<file path="src/rtl/dps_pkg.sv">
package dps_pkg;

    typedef enum logic [1:0] {
        LV_OFF = 2'd0,
        LV_1V8 = 2'd1,
        LV_2V5 = 2'd2,
        LV_3V3 = 2'd3
    } lvl_e;

    typedef enum logic [1:0] {
        SQ_CLEAR = 2'd0,
        SQ_SEL   = 2'd1,
        SQ_WAIT  = 2'd2,
        SQ_DONE  = 2'd3
    } seq_e;

    typedef enum logic [1:0] {
        XS_OFF   = 2'd0,
        XS_ON    = 2'd1,
        XS_FAULT = 2'd2
    } xstate_e;

    typedef struct packed {
        logic en;
        logic s25;
        logic s33;
    } rail_t;

    // Select pattern for a level; the enable bit is filled in by the sequencer.
    function automatic rail_t rail_of(lvl_e l);
        rail_t r;
        r.en  = (l != LV_OFF);
        r.s25 = (l == LV_2V5);
        r.s33 = (l == LV_3V3);
        return r;
    endfunction

endpackage

</file>
<file path="src/rtl/dps_sync.sv">
module dps_sync #(
    parameter int W       = 1,
    parameter bit RST_VAL = 1'b0
) (
    input  logic         clk,
    input  logic         rst,
    input  logic [W-1:0] d,
    output logic [W-1:0] q
);
    logic [W-1:0] s1;

    always_ff @(posedge clk) begin
        if (rst) begin
            s1 <= {W{RST_VAL}};
            q  <= {W{RST_VAL}};
        end else begin
            s1 <= d;
            q  <= s1;
        end
    end
endmodule

</file>
<file path="src/rtl/dps_seq.sv">
module dps_seq
    import dps_pkg::*;
#(
    parameter int TMO_CYC = 100
) (
    input  logic       clk,
    input  logic       rst,
    input  logic       lvl_wr,
    input  logic [1:0] lvl_req,
    input  logic       pg_s,
    output rail_t      rail,
    output logic       busy,
    output logic       tmo
);
    localparam int CW = $clog2(TMO_CYC + 1);

    seq_e            st;
    lvl_e            lvl;
    logic [CW-1:0]   cnt;
    rail_t           tgt;

    assign tgt = rail_of(lvl);

    always_ff @(posedge clk) begin
        if (rst) begin
            st  <= SQ_CLEAR;
            lvl <= LV_3V3;
            cnt <= '0;
            tmo <= 1'b0;
        end else if (lvl_wr) begin
            st  <= SQ_CLEAR;
            lvl <= lvl_e'(lvl_req);
            cnt <= '0;
            tmo <= 1'b0;
        end else begin
            unique case (st)
                SQ_CLEAR: begin
                    st  <= SQ_SEL;
                    cnt <= '0;
                end
                SQ_SEL:   st <= (lvl == LV_OFF) ? SQ_DONE : SQ_WAIT;
                SQ_WAIT: begin
                    if (pg_s) begin
                        st <= SQ_DONE;
                    end else if (cnt == CW'(TMO_CYC - 1)) begin
                        st  <= SQ_DONE;
                        tmo <= 1'b1;
                    end else begin
                        cnt <= cnt + 1'b1;
                    end
                end
                default:  st <= SQ_DONE;
            endcase
        end
    end

    always_comb begin
        rail = '0;
        unique case (st)
            SQ_CLEAR: rail = '0;
            SQ_SEL:   begin rail = tgt; rail.en = 1'b0; end
            default:  rail = tgt;
        endcase
    end

    assign busy = (st != SQ_DONE);

    a_r1_sel_exclusive: assert property (@(posedge clk) disable iff (rst)
        $countones({rail.s25, rail.s33}) <= 1);

    a_r2_clear_after_write: assert property (@(posedge clk) disable iff (rst)
        lvl_wr |=> (rail == '0) && busy);

    a_r3_sel_before_en: assert property (@(posedge clk) disable iff (rst)
        $rose(rail.en) |-> $stable({rail.s25, rail.s33}));

    a_r3_off_no_en: assert property (@(posedge clk) disable iff (rst)
        rail.en |-> (lvl != LV_OFF));

    a_r5_tmo_from_wait: assert property (@(posedge clk) disable iff (rst)
        $rose(tmo) |-> !busy && $past(busy) && !$past(pg_s));
endmodule

</file>
<file path="src/rtl/dps_extpwr.sv">
module dps_extpwr
    import dps_pkg::*;
(
    input  logic       clk,
    input  logic       rst,
    input  logic       flt_s,
    input  logic       ext_wr,
    input  logic       ext_val,
    output logic       ext_en,
    output logic [1:0] state
);
    logic flt_prev;
    logic flt_hit;
    logic flt_set;

    assign flt_hit = flt_prev & ~flt_s;

    always_ff @(posedge clk) begin
        if (rst) begin
            flt_prev <= 1'b1;
            ext_en   <= 1'b0;
            flt_set  <= 1'b0;
        end else begin
            flt_prev <= flt_s;
            if (flt_hit) begin
                ext_en  <= 1'b0;
                flt_set <= 1'b1;
            end else if (ext_wr) begin
                ext_en  <= ext_val;
                flt_set <= 1'b0;
            end
        end
    end

    always_comb begin
        if (flt_set)     state = XS_FAULT;
        else if (ext_en) state = XS_ON;
        else             state = XS_OFF;
    end

    a_r6_fault_kills_power: assert property (@(posedge clk) disable iff (rst)
        flt_hit |=> !ext_en && (state == XS_FAULT));

    a_r7_write_clears: assert property (@(posedge clk) disable iff (rst)
        (ext_wr && !flt_hit) |=> (ext_en == $past(ext_val)) && (state != XS_FAULT));
endmodule

</file>
<file path="src/rtl/dio_power_seq.sv">
module dio_power_seq
    import dps_pkg::*;
#(
    parameter int NPORT  = 2,
    parameter int CLK_HZ = 100_000_000
) (
    input  logic               clk,
    input  logic               rst,
    input  logic [NPORT-1:0]   lvl_wr,
    input  logic [2*NPORT-1:0] lvl_req,
    input  logic [NPORT-1:0]   ext_wr,
    input  logic [NPORT-1:0]   ext_val,
    input  logic [NPORT-1:0]   pgood,
    input  logic [NPORT-1:0]   fault_n,
    output logic [NPORT-1:0]   port_en,
    output logic [NPORT-1:0]   sel_2v5,
    output logic [NPORT-1:0]   sel_3v3,
    output logic [NPORT-1:0]   ext_en,
    output logic [NPORT-1:0]   busy,
    output logic [NPORT-1:0]   pg_timeout,
    output logic [2*NPORT-1:0] ext_state
);
    localparam int TMO_CYC = CLK_HZ;

    logic [NPORT-1:0] pg_s;
    logic [NPORT-1:0] flt_s;

    dps_sync #(.W(NPORT), .RST_VAL(1'b0)) u_pg_sync (
        .clk(clk), .rst(rst), .d(pgood), .q(pg_s)
    );

    dps_sync #(.W(NPORT), .RST_VAL(1'b1)) u_flt_sync (
        .clk(clk), .rst(rst), .d(fault_n), .q(flt_s)
    );

    for (genvar p = 0; p < NPORT; p++) begin : g_port
        rail_t rail;

        dps_seq #(.TMO_CYC(TMO_CYC)) u_seq (
            .clk     (clk),
            .rst     (rst),
            .lvl_wr  (lvl_wr[p]),
            .lvl_req (lvl_req[2*p +: 2]),
            .pg_s    (pg_s[p]),
            .rail    (rail),
            .busy    (busy[p]),
            .tmo     (pg_timeout[p])
        );

        assign port_en[p] = rail.en;
        assign sel_2v5[p] = rail.s25;
        assign sel_3v3[p] = rail.s33;

        dps_extpwr u_ext (
            .clk     (clk),
            .rst     (rst),
            .flt_s   (flt_s[p]),
            .ext_wr  (ext_wr[p]),
            .ext_val (ext_val[p]),
            .ext_en  (ext_en[p]),
            .state   (ext_state[2*p +: 2])
        );
    end
endmodule

</file>
<file path="config.mk">
export PLATFORM = sky130hd
export DESIGN_NAME = dio_power_seq
export DESIGN_NICKNAME = d
export VERILOG_FILES = /design/src/rtl/dps_pkg.sv /design/src/rtl/dps_sync.sv /design/src/rtl/dps_seq.sv /design/src/rtl/dps_extpwr.sv /design/src/rtl/dio_power_seq.sv
export SDC_FILE = /design/constraint.sdc
export NUM_CORES = 1
export LEC_CHECK = 0
export ABC_AREA = 1
export BUFFER_PORTS_ARGS = -buffer_cell sky130_fd_sc_hd__buf_2
export CORE_MARGIN = 3
export CORE_UTILIZATION = 45
export CTS_BUF_LIST = sky130_fd_sc_hd__clkbuf_8 sky130_fd_sc_hd__clkbuf_16
export DETAILED_ROUTE_END_ITERATION = 10
export GPL_ROUTABILITY_DRIVEN = 0
export HOLD_SLACK_MARGIN = 0.1
export PLACE_DENSITY = 0.62
export SLEW_MARGIN = 20
export SYNTH_ARGS = -nofsm -noshare
export SYNTH_HDL_FRONTEND = slang
export SYNTH_HIERARCHICAL = 1
export SYNTH_SLANG_ARGS = --single-unit
</file>
<file path="constraint.sdc">
create_clock -name clk -period 1.6 [get_ports clk]
set_input_delay 0.08 -clock clk [delete_from_list [all_inputs] [get_ports clk]]
set_output_delay 0.08 -clock clk [all_outputs]
set_load 0.005 [all_outputs]
</file>
Word level (Yosys, flattened, before mapping)

Index checks and enable logic that the tools add are counted.
W data, S select, Z words.

Flip-flop bits (word level): 78
Input port bits: 16
Output and inout bits: 16
Logic and storage cells: 86

Add/sub/neg operators: 2
Equality and inequality tests: 18
Muxes and demuxes: 24
Bitwise operators: 6
Reductions and logical operators: 18

Operators with widths:

| cell                    | count |
|---|---|
| $mux W27                | 4 |
| $pmux W27 S2            | 2 |
| $add A27 B1 Y27 const B | 2 |
| $eq A27 B27 Y1 const B  | 2 |
| $eq A2 B2 Y1 const B    | 6 |
| $mux W2                 | 6 |
| $ne A2 B2 Y1 const B    | 6 |
| $pmux W2 S3             | 2 |
| $pmux W3 S2             | 2 |
| $reduce_and A3 Y1       | 4 |
| $reduce_bool A2 Y1      | 6 |
| $logic_not A2 Y1        | 4 |
| $mux W1                 | 8 |
| $reduce_or A2 Y1        | 4 |
| $ne A3 B2 Y1 const B    | 2 |
| $eq A2 B1 Y1 const B    | 2 |
| $not A1 Y1              | 4 |
| $and A1 B1 Y1           | 2 |

Logic depth before layout (Yosys ltp)

Gate-level depths: netlist of the first run.

Word-level depth: 4
Gate-level depth with buffers: 12
Depth with buffers taken out: 11

Hierarchy

Netlist of the first run, hierarchy kept.

By module, submodules not included:

| module                | instances | cells an instance | area an instance (um^2) | sequential area each (um^2) |
|---|---|---|---|---|
| dps_seq               | 2         | 388               | 2312.2                  | 640.6 |
| dps_extpwr            | 2         | 19                | 125.1                   | 60.1 |
| dps_sync (u_flt_sync) | 1         | 13                | 116.4                   | 80.1 |
| dps_sync (u_pg_sync)  | 1         | 12                | 110.1                   | 80.1 |

Worst setup path before layout of the first run

No wires, ideal clock.

Kind: register to register
From: register g_port[0].u_seq.cnt[1]
To: register g_port[0].u_seq.cnt[22]
Library setup time: 0.113 ns
Arrival time: 1.396 ns
Data required time: 1.487 ns
Path slack: 0.091 ns
Cell stages (with the launch flop): 12
Buffers on the path: 1
Period minus slack after synthesis: 1.509 ns
Cells stage by stage: dfxtp_1 ha_1 nand3_1 clkinv_1 nand2_4 nor2_4 nand2_4 nand2_8 nand2_4 buf_6 nor2_1 nor2_1

Word-level cells in the longest chain between the ends: 4
Elaborated cells on any way between the ends: 7
Classes of those cells: add/sub (1); eq/ne (2); mux (3); reduce/logical (1)

RTL lines:

| item                   | line          | source |
|---|---|---|
| start, declared        | dps_seq.sv:19 | `logic [CW-1:0] cnt;` |
| start signal, assigned | dps_seq.sv:49 | `cnt <= cnt + 1'b1;` |
| $add A27 B1 Y27        | dps_seq.sv:49 |  |
| $mux W27               | dps_seq.sv:45 | `end else if (cnt == CW'(TMO_CYC - 1)) begin` |
| $mux W27               | dps_seq.sv:43 | `if (pg_s) begin` |
| $pmux W27 S2           | dps_seq.sv:36 | `unique case (st)` |

Parallel ways exist; a longest one is shown, timed or not. The select of a mux whose other input is x is not followed.
A chain may end at the register's enable or synchronous reset.

Worst setup path in the final report of the first run

From: register g_port[1].u_seq.cnt[0]
To: register g_port[1].u_seq.cnt[12]

Word-level cells in the longest chain between the ends: 4
Elaborated cells on any way between the ends: 7
Classes of those cells: add/sub (1); eq/ne (2); mux (3); reduce/logical (1)

RTL lines:

| item                   | line |
|---|---|
| start, declared        | dps_seq.sv:19 |
| start signal, assigned | dps_seq.sv:49 |
| $add A27 B1 Y27        | dps_seq.sv:49 |
| $mux W27               | dps_seq.sv:45 |
| $mux W27               | dps_seq.sv:43 |
| $pmux W27 S2           | dps_seq.sv:36 |

Parallel ways exist; a longest one is shown, timed or not. The select of a mux whose other input is x is not followed.

==> results.md, run 1 <==
- Status: finished clean
- Cell Area, Synth: 0.00510 mm2
- Hold slack: 404 ps
- Adder-cell area share of the yosys netlist: 0.00981
- Synthesized area per cell: 6.08 um2
- Pre-antenna DRT Iters: 7
- Worst-path clk slew: 60 ps
- Detailed-route wire length: 16.4 mm
- DIE WIDTH: 112 um
- Largest net degree at the start of global routing: 21
- Min-Delay Path Class: reg -> reg
- Setup_tns: 0 ps
- Ys Warns: 6
- Core Util, Final: 0.635
- Post-DP HPWL: 11.1 mm
- Tmin final: 1560 ps
- Number of global-route vias before repair: 5365
- Via count of the routed design: 5901
- Post-synthesis compound-gate area fraction: 0.0687
- Simple-gate area share of the yosys netlist: 0.488
- CTS tree: built
- RSZ-0062 raised after global routing: yes
- Synth cell types: 28
- Number of diodes: 0
- Starting Density: 0.466
- CP max stage delay: 380 ps
- Post-place instance area: 0.00589 mm2
- Slew margin rel.: 0.786
- Slowest cell on crit path: dfxtp_4
- CP bufs+invs: 2
- Initial antenna violation count: 0
- P_int: 3.40 mW
- Largest register by flop count: g_port.u_seq/cnt
- DR WL/cell: 14.7 um
- Largest register FFs: 54
- Synthesized flop and latch total: 78
- Most frequent cells in the layout: 210 x nand2_1, 107 x inv_1, 103 x nand3_1
- Hold Vio Cnt, Final: 0
- Clock buffer count from CTS: 9
- Die area: 0.0126 mm2
- # rows: 38
- MaxCap Viol Count: 0
- Overall global routing resource usage: 0.248
- Switch share: 0.254
- Crit Path Class: reg -> reg
- First-pass GRT wire length: 25.5 mm
- Total grt overflow: 0
- XOR/XNOR Fraction of Synth Area: 0.0103
- Cell family with most CP delay: simple AND/OR/NAND/NOR gates
- Pwr per Cell Area: 655 mW/mm2
- Fmax achieved: 641 MHz
- Clock Latency Late Sink: 350 ps
- Least-Margin Pin Slew: 320 ps
- Detail Route Antenna Nets: 0
- Count of final setup violators: 0
- Sequential cell area fraction in the yosys report: 0.306
- Leakage: 2.88 nW
- CTS max path bufs: 2
- Layout cells sized above 1: 0.295
- Startpoint Class: flip-flop
- Nets: 996
- Fraction of synthesized area in multiplexers: 0
- Initial DRC count: 607
- Part of the power in registers: 0.438
- H-tree depth: 3
- Syn nets: 859
- Area Overhead vs Synth: 36.2%
- Crit end category: flip-flop
- Syn Inst Count: 839
- Skew final: 6.27 ps
- Dpl cells: 1066
- P_sw: 1.16 mW
- Commonest non-fill, non-tap cell in the layout: nand2_1
- Critical Path RT: 1880 ps
- Max Slew Vio Count: 0
- Most frequent CP cell: nand2_4
- Core area: 0.0109 mm2
- Pre-CTS setup slack: -120 ps
- Die height: 112 um
- PortBufs: 31
- Arrival @ worst endpoint: 1840 ps
- Biggest regs: g_port.u_seq/cnt: 54 flops, g_port.u_seq/lvl: 4 flops, g_port.u_seq/st: 4 flops
- Num Clock Sinks: 78
- Clock share of power: 0.470
- Largest family of logic cells by synthesized area: simple AND/OR/NAND/NOR gates
- Crit path max fanout: 8
- Fillers: 957
- Finished Layout Cells: 1121
- Combinational power share: 0.092
- Vias per inst: 5.26
- Max rail drop VDD: 0.646 mV
- Fin crit share: 0.976
- Io pins: 32
- Worst path cell trace: ha_4 -> nand3_4 -> inv_4 -> nand2_4 -> nor2_4 -> nand2_4 -> nand2_8 -> buf_4 -> nand3_1 -> a21oi_2
- Final routed DRC violation total: 0
- Clk root buf: clkbuf_16
- Fin area: 0.00695 mm2
- Final worst slack: 39.1 ps
- Tot Pwr: 4.55 mW
-- cells by family after synthesis --
kind of cell	Yosys count
AO/OA/AOI/OAI	68
AND/OR/NAND/NOR	540
adder cells (fa/ha/maj)	4
buffers and inverters	143
flip-flops	78
XOR/XNOR	6
-- cells in the mapped netlist (all sizes together) --
library cell,instances,area share
clkbuf,6,0.0044
nor2,150,0.14
xor2,6,0.010
nand4,20,0.025
dfxtp,78,0.31
a21oi,50,0.049
inv,121,0.089
clkinv,4,0.0029
o21bai,2,0.0029
o21a,2,0.0029
ha,4,0.0098
nand3,110,0.11
buf,12,0.021
and2,2,0.0025
o21ai,14,0.014
nor3,10,0.0098
or2,4,0.0049
nand3b,2,0.0029
nand2,242,0.20
-- worst paths after layout --
kind	start	end	slack [ps]	depth (start not counted)
hold reg to reg	u_pg_sync/s1[1]	u_pg_sync/q[1]	400	2
setup reg to reg	g_port[1].u_seq/cnt[0]	g_port[1].u_seq/cnt[12]	40	10
hold / removal	u_pg_sync/s1[1]	u_pg_sync/q[1]	400	2
setup / recovery	g_port[1].u_seq/cnt[0]	g_port[1].u_seq/cnt[12]	40	10
-- power by group through the flow --
stage	Sequential [mW]	Clock, mW	Combinational [mW]
finish	1.99	2.14	0.418
global route	2.00	2.26	0.455
CTS	2.00	2.16	0.381
detailed placement	2.04	0	0.331
global placement	2.04	0	0.328
floorplan	2.04	0	0.207
-- cell type report --
class                      count  area [um2]  share of cell area
clock buffer                  10         239              0.0344
clock inverter                 6        68.8             0.00991
inverter                     125         477              0.0686
multi-input combinational    620        3260               0.469
sequential                    78        1610               0.232
tap                          140         175              0.0252
timing repair buffer         142        1120               0.161
-- what timing repair did --
item / 4_1_cts / 5_1_grt
endpoints found under the hold margin: 16 / 0
setup endpoints to repair: 43 / 52
gates resized for setup: 14 / 112
setup buffers: 5 / 10
gates cloned: 1 / 2
pin swaps: 3 / 24
hold buffers: 21 / 0
-- tightest hold or removal path, delay by kind of cell, from the launching register on --
family,cells,cell delay (ps)
simple gates,1,30
buf+inv,1,40
flops,1,300
-- routing by layer --
metal  part of all wire  vias up  GRT usage  wire (um)
li1                   -     2924          -          -
met1               0.44     2675      0.340       7230
met4              0.019        0     0.0913        320
met5                  0        -          0          0
met2               0.45      269      0.389       7450
met3              0.087       33     0.0474       1440
Note: power is estimated with default switching activity, not from simulation.
==> inputs of run 2 (changes only) <==
--- a/config.mk
+++ b/config.mk
@@ -13,7 +13,7 @@
 export DETAILED_ROUTE_END_ITERATION = 10
 export GPL_ROUTABILITY_DRIVEN = 0
 export HOLD_SLACK_MARGIN = 0.1
-export PLACE_DENSITY = 0.62
+export PLACE_DENSITY = 0.71
 export SLEW_MARGIN = 20
 export SYNTH_ARGS = -nofsm -noshare
 export SYNTH_HDL_FRONTEND = slang
==> run 2 against run 1 <==
- worst setup slack improved by 15 ps
- critical path depth unchanged
- sequential power about the same
- largest cell class unchanged
- register-to-register slack hardly changed
- core utilization decreased by 0.29 points
- sequential cell count stayed put
- sequential share of layout area down 0.076 points
- highest routed layer unchanged
- clock-buffer cell count stayed put
- clock skew up 1.6 ps
==> results.md, run 2 (synthesized netlist as in run 1, its figures left out) <==
- Fillers: 962 (+0.52%)
- Count of final setup violators: 0 (unchanged)
- Critical Path RT: 1830 ps (-50 ps)
- PortBufs: 31 (unchanged)
- Clock buffer count from CTS: 9 (unchanged)
- RSZ-0062 raised after global routing: yes
- Hold wc startpoint: u_pg_sync/s1[0]
- Number of global-route vias before repair: 5154 (-3.9%)
- Largest net degree at the start of global routing: 19 (-9.5%)
- Detail Route Antenna Nets: 0 (unchanged)
- Finished Layout Cells: 1120 (-0.089%)
- Layout cells sized above 1: 0.276 (-0.0191)
- Slew margin rel.: 0.783 (-0.00311)
- Total grt overflow: 0 (unchanged)
- Crit end category: flip-flop
- Pre-antenna DRT Iters: 6 (-1)
- Initial antenna violation count: 0 (unchanged)
- Via count of the routed design: 5863 (-0.64%)
- Arrival @ worst endpoint: 1780 ps (-60 ps)
- Largest register by flop count: g_port.u_seq/cnt
- Overall global routing resource usage: 0.234 (-0.0146)
- Leakage: 2.90 nW (+0.75%)
- Detailed-route wire length: 15.9 mm (-2.9%)
- RR Startpoint: g_port[1].u_seq/cnt[0]
- Least-Margin Pin Slew: 324 ps (+3.82 ps)
- CTS tree: built
- Skew final: 7.86 ps (+1.59 ps)
- Critical Path Sink: g_port[1].u_seq/cnt[16]
- DIE WIDTH: 112 um (unchanged)
- Worst reg-to-reg path cell count: 10 (unchanged)
- Setup_tns: 0 ps (unchanged)
- Final routed DRC violation total: 0 (unchanged)
- Most frequent cells in the layout: 214 x nand2_1, 110 x inv_1, 105 x nand3_1
- Crit path max fanout: 11 (+3)
- Fmax achieved: 647 MHz (+0.95%)
- Max rail drop VDD: 0.602 mV (-6.8%)
- Max Slew Vio Count: 0 (unchanged)
- Status: finished clean
- Fin crit share: 0.966 (-0.00918)
- Starting Density: 0.466 (unchanged)
- Core area: 0.0109 mm2 (unchanged)
- # rows: 38 (unchanged)
- Min-Delay Path Class: reg -> reg
- MaxCap Viol Count: 0 (unchanged)
- FF-to-FF setup slack: 50 ps (about the same)
- Io pins: 32 (unchanged)
- Clk root buf: clkbuf_16
- RR Endpoint: g_port[1].u_seq/cnt[16]
- Biggest regs: g_port.u_seq/cnt: 54 flops, g_port.u_seq/lvl: 4 flops, g_port.u_seq/st: 4 flops
- Fin area: 0.00691 mm2 (-0.45%)
- Initial DRC count: 583 (-4.0%)
- Tmin final: 1550 ps (-14.7 ps)
- Clock Latency Late Sink: 340 ps (about the same)
- Nets: 995 (-0.10%)
- DR WL/cell: 14.2 um (-2.9%)
- Tot Pwr: 4.81 mW (+5.8%)
- Worst-path clk slew: 60 ps (about the same)
- Num Clock Sinks: 78 (unchanged)
- Die height: 112 um (unchanged)
- CTS max path bufs: 2 (unchanged)
- Dpl cells: 1068 (+0.19%)
- CP Launch Point: g_port[1].u_seq/cnt[0]
- Number of diodes: 0 (unchanged)
- Die area: 0.0126 mm2 (unchanged)
- H-tree depth: 3 (unchanged)
- First-pass GRT wire length: 24.4 mm (-4.3%)
- Hold Vio Cnt, Final: 0 (unchanged)
- Largest register FFs: 54 (unchanged)
- Crit Path Class: reg -> reg
- Area Overhead vs Synth: 35.5%
- Post-DP HPWL: 10.3 mm (-6.9%)
- Post-place instance area: 0.00591 mm2 (+0.25%)
- Startpoint Class: flip-flop
- Pwr per Cell Area: 696 mW/mm2 (+6.2%)
- Commonest non-fill, non-tap cell in the layout: nand2_1
- Vias per inst: 5.23 (-0.56%)
==> run 2: changes by cell type in the layout (fill, tap and decap cells not counted), moves of 3 or more <==
cell,before,now
buf_4,82,79
dfxtp_1,52,58
dfxtp_2,20,16
inv_1,107,110
inv_4,3,0
nand2_1,210,214
nand2_2,24,19
nand2_4,6,9
==> run 2: final cells by class <==
cell class                      instances  area [um2]  area share
Multi-Input combinational cell        622        3220       0.466
Sequential cell                        78        1600       0.231
Timing Repair Buffer                  139        1100       0.159
Inverter                              125         469      0.0679
Clock buffer                           10         239      0.0346
Tap cell                              140         175      0.0253
Clock inverter                          6         110      0.0159
==> run 2: metal layers <==
layer | routed length, um | part of all wire | track usage | up-vias
li1 | - | - | - | 2936
met1 | 6960 | 0.44 | 0.324 | 2622
met2 | 7290 | 0.46 | 0.376 | 270
met3 | 1340 | 0.084 | 0.0286 | 35
met4 | 357 | 0.022 | 0.0801 | 0
met5 | 0 | 0 | 0 | -
==> run 2: where the power goes <==
part	total, mW	switching [mW]	leakage [nW]	internal (mW)
Sequential	1.99	0.0253	0.645	1.97
Clock	2.39	0.825	0.170	1.56
Combinational	0.429	0.255	2.08	0.174
Total	4.81	1.11	2.90	3.71
==> run 2: repair_timing <==
item                                    4_1_cts  5_1_grt
pin swaps                                     2       17
gates resized for setup                       7       93
cloned                                        0        4
setup buffers                                 3        8
endpoints found under the hold margin        16        0
endpoints found under the setup margin       36       52
hold buffers                                 21        0
==> run 2: worst max-delay path, stage by stage, from the launching register on <==
cell     delay (ps)
dfxtp_4         380
ha_4            150
nand3_2          90
inv_2           100
nand2_4          60
nor2_4          120
nand2_4          90
nand2_8         130
nand2_4         130
nand2_1         140
a21oi_2          60
==> run 2: how the worst min path moves through the flow <==
stage	to	cells past startpoint	slack (ps)
2_1_floorplan	g_port[0].u_ext/flt_set	1	150
3_3_place_gp	u_flt_sync/s1[1]	3	260
3_5_place_dp	u_flt_sync/s1[1]	3	270
4_1_cts	u_pg_sync/q[1]	2	410
5_1_grt	u_pg_sync/q[1]	2	430
6_report	u_pg_sync/q[0]	2	410
==> run 2: per-stage QoR <==
stage	utilization	setup slack, ps	hold slack, ps
floorplan	-	91.3	149
global placement	0.540	-11.6	262
detailed placement	0.540	-34.9	269
CTS	0.596	10.0	406
global route	0.632	-48.6	427
finish	0.632	53.8	409
